File: src/rtl/pa_bias_loop.sv
`timescale 1ns/1ps
module pa_bias_loop #(
  parameter int SMP_W  = 12,
  parameter int CODE_W = 12
) (
  input  logic              clk,
  input  logic              rst_n,
  input  logic              tx_en,
  input  logic              smp_valid,
  input  logic [SMP_W-1:0]  smp_data,
  input  logic [SMP_W-1:0]  setpoint,
  input  logic [SMP_W-1:0]  deadband,
  input  logic [SMP_W-1:0]  trip_level,
  input  logic              trip_clear,
  input  logic [CODE_W-1:0] step_size,
  input  logic [CODE_W-1:0] code_min,
  input  logic [CODE_W-1:0] code_max,
  input  logic [CODE_W-1:0] start_code,
  output logic [CODE_W-1:0] gate_code,
  output logic              code_strobe,
  output logic              tripped
);
  localparam int EXT_W = CODE_W + 2;

  logic [CODE_W-1:0] code_q, code_d;
  logic trip_q, tx_q, strobe_q;

  wire trip_hit = smp_valid && (smp_data > trip_level);
  wire trip_d   = trip_hit | (trip_q & ~trip_clear);
  wire load     = tx_en & (~tx_q | trip_q);

  wire             below   = smp_data < setpoint;
  wire [SMP_W-1:0] err_mag = below ? (setpoint - smp_data) : (smp_data - setpoint);
  wire             in_band = err_mag <= deadband;

  wire signed [EXT_W-1:0] code_x  = $signed({2'b00, code_q});
  wire signed [EXT_W-1:0] step_x  = $signed({2'b00, step_size});
  wire signed [EXT_W-1:0] moved   = below ? (code_x + step_x) : (code_x - step_x);
  wire signed [EXT_W-1:0] start_x = $signed({2'b00, start_code});
  wire signed [EXT_W-1:0] hi_x    = $signed({2'b00, code_max});
  wire signed [EXT_W-1:0] lo_x    = $signed({2'b00, code_min});

  logic [CODE_W-1:0] moved_c, start_c;

  always_comb begin
    if (moved > hi_x)      moved_c = code_max;
    else if (moved < lo_x) moved_c = code_min;
    else                   moved_c = code_q + (below ? step_size : -step_size);
  end

  always_comb begin
    if (start_x > hi_x)      start_c = code_max;
    else if (start_x < lo_x) start_c = code_min;
    else                     start_c = start_code;
  end

  always_comb begin
    code_d = code_q;
    if (trip_d || !tx_en)          code_d = '0;
    else if (load)                 code_d = start_c;
    else if (smp_valid && !in_band) code_d = moved_c;
  end

  always_ff @(posedge clk) begin
    if (!rst_n) begin
      code_q   <= '0;
      trip_q   <= 1'b0;
      tx_q     <= 1'b0;
      strobe_q <= 1'b0;
    end else begin
      code_q   <= code_d;
      trip_q   <= trip_d;
      tx_q     <= tx_en;
      strobe_q <= code_d != code_q;
    end
  end

  assign gate_code   = code_q;
  assign code_strobe = strobe_q;
  assign tripped     = trip_q;
endmodule

File: config.mk
export PLATFORM = sky130hd
export DESIGN_NAME = pa_bias_loop
export DESIGN_NICKNAME = d
export VERILOG_FILES = /design/src/rtl/pa_bias_loop.sv
export SDC_FILE = /design/constraint.sdc
export NUM_CORES = 1
export LEC_CHECK = 0
export ABC_AREA = 1
export BUFFER_PORTS_ARGS = -buffer_cell sky130_fd_sc_hd__clkbuf_2
export CORE_MARGIN = 2
export CORE_UTILIZATION = 45
export CTS_BUF_LIST = sky130_fd_sc_hd__clkbuf_16
export CTS_CLUSTER_SIZE = 24
export DETAILED_ROUTE_END_ITERATION = 7
export PLACE_DENSITY = 0.67
export SYNTH_ARGS = -nofsm -noshare
export SYNTH_HDL_FRONTEND = slang
export SYNTH_SLANG_ARGS = --single-unit
File: constraint.sdc
create_clock -name clk -period 4.5 [get_ports clk]
set_input_delay 0.45 -clock clk [delete_from_list [all_inputs] [get_ports clk]]
set_output_delay 0.45 -clock clk [all_outputs]
set_load 0.1 [all_outputs]
* Word level (Yosys, flattened, before mapping)
Cells that the tools add are included.
** Storage, ports and cells
- Flip-flop bits (word level) :: 15
- Input port bits :: 101
- Output and inout bits :: 14
- Word-level logic and storage cells :: 39
** Operators by class
- Add/subtract/negate cells :: 6
- Magnitude comparators :: 7
- Equality and inequality tests :: 1
- Multiplexer cells :: 10
- Bitwise logic cells :: 6
- Reductions and logical operators :: 5
** Operators by type and width (count)
- two-way mux 12 bit :: 9
- greater-than comparator 12 bit :: 2
- < comparator 12 bit :: 2
- subtractor 12 bit :: 2
- greater-than comparator 14 x 13 -> 1 bit :: 1
- < comparator 14 x 13 -> 1 bit :: 1
- two-way mux 14 bit :: 1
- adder 12 x 12 -> 13 bit :: 1
- subtractor 12 x 12 -> 13 bit :: 1
- adder 12 bit :: 1
- less-or-equal comparator 12 bit :: 1
- inequality test 12 bit :: 1
- negation 12 bit :: 1
- AND 1 bit :: 2
- logical AND 1 bit :: 2
- zero test 1 bit :: 2
- inverter 1 bit :: 2
- OR 1 bit :: 2
- logical OR 1 bit :: 1

* Longest topological paths before layout
- Word-level depth :: 9
- Gate-level depth with buffers :: 38
- Depth with buffers taken out :: 36

* Worst setup path before layout
No wires, ideal clock.
- Path kind :: flip-flop to flip-flop
- From :: register code_q[2] (netlist: gate_code[2])
- To :: register strobe_q (netlist: code_strobe)
- Setup time :: 128 ps
- Data arrival time :: 4464 ps
- Required time :: 4372 ps
- Setup slack :: -92 ps
- Cell stages (with the launch flop) :: 35
- Path buffers :: 1
- Clock period less this slack :: 4592 ps
- Cells stage by stage :: dfxtp_1 > ha_1 > inv_1 > nand2_1 > nand2_1 > a31oi_1 > o31ai_1 > nand2_1 > nand2_1 > a21oi_1 > o21ai_0 > nand2_1 > a21oi_1 > o22ai_1 > xor2_1 > inv_1 > ha_1 > nand2_1 > nor2_1 > and3_1 > o21ai_1 > nand2_1 > buf_2 > o21ai_0 > inv_1 > nand2_1 > nand2_1 > nand2_1 > nand2_1 > nand2_1 > nand2_1 > nor2_1 > nand2_1 > nor2_1 > nor2_1
** On the way
- Longest elaborated chain between the ends :: 9
- Elaborated cells between the ends (all ways) :: 12
- Classes of those cells :: 3 x add/sub; 2 x order compare; 1 x eq/ne; 6 x mux
** Ends and longest elaborated chain
- start: declaration :: line 25 : logic [CODE_W-1:0] code_q, code_d;
- start signal: assignment :: line 71 : code_q <= code_d;
- subtractor 12 x 12 -> 13 bit / adder 12 x 12 -> 13 bit (equally long branches) :: line 38 : wire signed [EXT_W-1:0] moved = below ? (code_x + step_x) : (code_x - step_x);
- two-way mux 14 bit :: line 38
- < comparator 14 x 13 -> 1 bit :: line 47 : else if (moved < lo_x) moved_c = code_min;
- two-way mux 12 bit :: line 47
- two-way mux 12 bit :: line 46 : if (moved > hi_x) moved_c = code_max;
- two-way mux 12 bit :: line 61 : else if (smp_valid && !in_band) code_d = moved_c;
- two-way mux 12 bit :: line 60 : else if (load) code_d = start_c;
- two-way mux 12 bit :: line 59 : if (trip_d || !tx_en) code_d = '0;
- inequality test 12 bit (*) :: line 74 : strobe_q <= code_d != code_q;
- end signal: assignment :: line 74
- end: declaration :: line 26 : logic trip_q, tx_q, strobe_q;
Every way passes the cells marked *; elsewhere a longest branch is shown, timed or not.
A chain may end at the register's enable or synchronous reset.

* Worst setup path after layout
- From :: input port smp_data[0]
- To :: register strobe_q (netlist: code_strobe)
** On the way
- Longest elaborated chain between the ends :: 9
- Elaborated cells between the ends (all ways) :: 22
- Classes of those cells :: 3 x add/sub; 5 x order compare; 1 x eq/ne; 8 x mux; 1 x bitwise; 4 x reduce/logical
** Ends and longest elaborated chain
- start: declaration :: line 10 : input logic [SMP_W-1:0] smp_data,
- < comparator 12 bit / subtractor 12 bit (equally long branches) :: line 32, 33
- two-way mux 12 bit (tied with other cells) :: line 48 : else moved_c = code_q + (below ? step_size : -step_size);
- adder 12 bit (tied with other cells) :: line 48
- two-way mux 12 bit / zero test 1 bit (equally long branches) :: line 47, 61
- two-way mux 12 bit / logical AND 1 bit (equally long branches) :: line 46, 61
- two-way mux 12 bit :: line 61
- two-way mux 12 bit :: line 60
- two-way mux 12 bit (*) :: line 59
- inequality test 12 bit (*) :: line 74
Marks and branches as above.

==> out/qor.yml <==
outcome:
  status: "finished, final reports clean"
route:
  ant_nets: 0
  vias: 7067
  drt_wl_total_um: 18490
  drc_errors: 0
  via_per_inst: 5.059
  first_pass_iters: 5
  routedWlPerCell_um: 13.23
  drtIter0Drc: 408
sta:
  period_share_pct: 99.50
  worst_pin_slew_ns: 1.127
  relSlewSlack_pct: 24.88
  setup_viol: 0
  slew_violations: 0
  fin_crit_ns: 4.477
  max_freq_mhz: 223.3
  finalClockSkew_ns: 0.01088
  rsz0062_at_grt: "yes"
  hold_viol: 0
pwr:
  leakagePower_nw: 4.739
  design_power_total_w: 0.001895
  power_density_nw_per_um2: 238.5
  max-vdd-ir-drop_mv: 0.1451
global_route:
  gr-total-overflow: 0
  grt_max_degree: 25
  antenna_found_initial: 0
  grt_pass1_vias: 6270
  grt_first_pass_wirelength_um: 29600
  track_usage_pct: 24.90
worst_setup_path:
  cp_common_cell: "nand2_1"
  cp-end-kind: "register"
  worst-r2r-cell-count: 33
  r2r_end: "code_strobe"
  cp.arrival_ns: 4.61
  r2r-start: "gate_code[0]"
  crit_type: "in2reg"
  r2r_slack_ns: 0.14
  cpPeakStageDelay_ns: 0.41
  cp-start-kind: "primary input"
  crit_required_ns: 4.63
  crit_path_top_delay_cell: "fa_2"
  critPathMaxFanout: 18
die:
  ios: 115
  row_count: 42
  die_w_um: 119.9
  die_h_um: 119.9
  core_sq_um: 13190
  initial_core_util_pct: 45.84
  dieArea_sq_um: 14380
final_layout:
  nNetsFinal: 1456
  area_growth_syn_to_layout_pct: 31.39
  final_common_cell: "nand2_1"
  most-common-layout-cells: "nand2_1 (230), inv_1 (205), ha_1 (126)"
  fin_cells: 1397
  drive_gt1_share_pct: 23.42
  fill_cells: 1315
  antennaDiodeCount: 0
min_path:
  holdPathEnd: "tx_q"
  hp-class: "in2reg"
  hold_depth: 3
  min-delay-start: "tx_en"
cts:
  cts_buffer_depth: 2
  cts_buffers: 3
  htreeDepth: 1
  root_buffer: "clkbuf_16"
  cts_tree: "yes"
  clock_latency_ns: 0.25
  clk_pin_slew_ns: 0.06
  cts.sinks: 15
  ctsHoldBuffers: 0
yosys:
  syn_nets: 1247
  syn_area_sq_um: 6046
  yosysSeqAreaShare_pct: 4.967
  ys_ff_latch: 15
  yosysWarnings: 0
  postSynthAreaPerCell_sq_um: 5.968
  syn_inst: 1013
  async_flop_share_pct: 0
  synth-edff-count: 0
  ys_types: 46
  ys.flop_type: "dfxtp_1"
job:
  drv_cap: 0
place:
  gp_congestion: 0.9406
  dp_cells: 1383
  port_buffers: 114
  dp_hpwl_um: 15830
==> Yosys cell counts, drive strengths merged (6+ instances only) <==
master | count | share of area (%)
a21oi | 92 | 7.6
a31oi | 6 | 0.62
buf | 9 | 0.87
clkbuf | 12 | 0.74
dfxtp | 15 | 5.0
ha | 128 | 26
inv | 211 | 13
nand2 | 243 | 15
nand3 | 63 | 5.4
nand3b | 11 | 1.4
nand4 | 11 | 1.2
nor2 | 51 | 3.2
nor3 | 8 | 0.66
o211ai | 12 | 1.6
o21ai | 58 | 4.9
or2 | 6 | 0.62
xor2 | 33 | 4.8
==> critical path: cells and delay by family <==
kind	cells	cell delay (ns)
XOR/XNOR	1	0.27
AO/OA/AOI/OAI	5	0.70
adder cells (fa/ha/maj)	3	0.84
AND/OR/NAND/NOR	16	1.56
buffers and inverters	7	0.77
==> sequential cells by signal, indices dropped and copies added (netlist names) <==
| register | count |
|---|---|
| code_strobe | 1 |
| gate_code | 12 |
| tripped | 1 |
| tx_q | 1 |
==> routing by layer <==
layer / GRT usage [%] / share of wire, %
met2: 38.57 / 43
met3: 0.8080 / 5.1
met4: 3.676 / 1.1
met1: 38.79 / 51
met5: 0 / 0
==> kinds of logic (layout without fill, tap and decap cells) <==
| family | after synthesis | count (layout) | share of synthesized area [%] |
|---|---|---|---|
| AO/OA/AOI/OAI | 195 | 195 | 18.17 |
| XOR/XNOR | 38 | 38 | 5.505 |
| AND/OR/NAND/NOR | 396 | 396 | 28.04 |
| multiplexers | 2 | 2 | 0.3311 |
| flip-flops | 15 | 15 | 4.967 |
| buffers and inverters | 234 | 442 | 14.84 |
| adder cells (fa/ha/maj) | 133 | 133 | 28.15 |
==> where the power goes <==
part / internal [W] / switching (W)
Clock: 0.000119 / 0.0000615
Sequential: 0.000144 / 0.0000120
Combinational: 0.000663 / 0.000895
Total: 0.000926 / 0.000969
==> how the worst max path moves through the flow <==
stage                       from          end  slack [ns]  cells after the start
global placement     smp_data[0]  code_strobe       -0.20                     37
finish               smp_data[0]  code_strobe        0.02                     32
global route         smp_data[0]  code_strobe       -0.36                     35
floorplan           gate_code[1]  code_strobe       0.002                     29
CTS                  smp_data[0]  code_strobe        0.01                     37
detailed placement   smp_data[0]  code_strobe       -0.28                     37
==> layout make-up <==
class,count,area (sq um),area share (%)
clock buffers,3,75.07,0.9450
clock inverters,1,5.005,0.06300
inverters,213,802.0,10.10
multi-input cells,764,5022,63.22
flip-flops and latches,15,302.8,3.812
well taps,176,220.2,2.772
repair buffers,225,1516,19.09
==> metrics by stage <==
stage / utilization [%] / hold slack [ns] / TNS (ns) / setup slack [ns] / instance area, sq um
after global placement: 57.55 / 0.6488 / -0.1991 / -0.1991 / 7591
final: 60.23 / 0.4114 / 0 / 0.02252 / 7944
after detailed placement: 57.55 / 0.6602 / -0.2845 / -0.2829 / 7591
after CTS: 58.20 / 0.4095 / 0 / 0.01177 / 7676
after global routing: 60.23 / 0.4483 / -0.5138 / -0.3616 / 7944
after floorplan: - / 0.5435 / 0 / 0.001662 / 6048
==> repair_timing <==
action,4_1_cts,5_1_grt
setup endpoints to repair,1,13
resized for setup,1,49
setup buffers,0,9
pin swaps,1,14
cloned,0,1
Power figures use the tool's default switching activity.
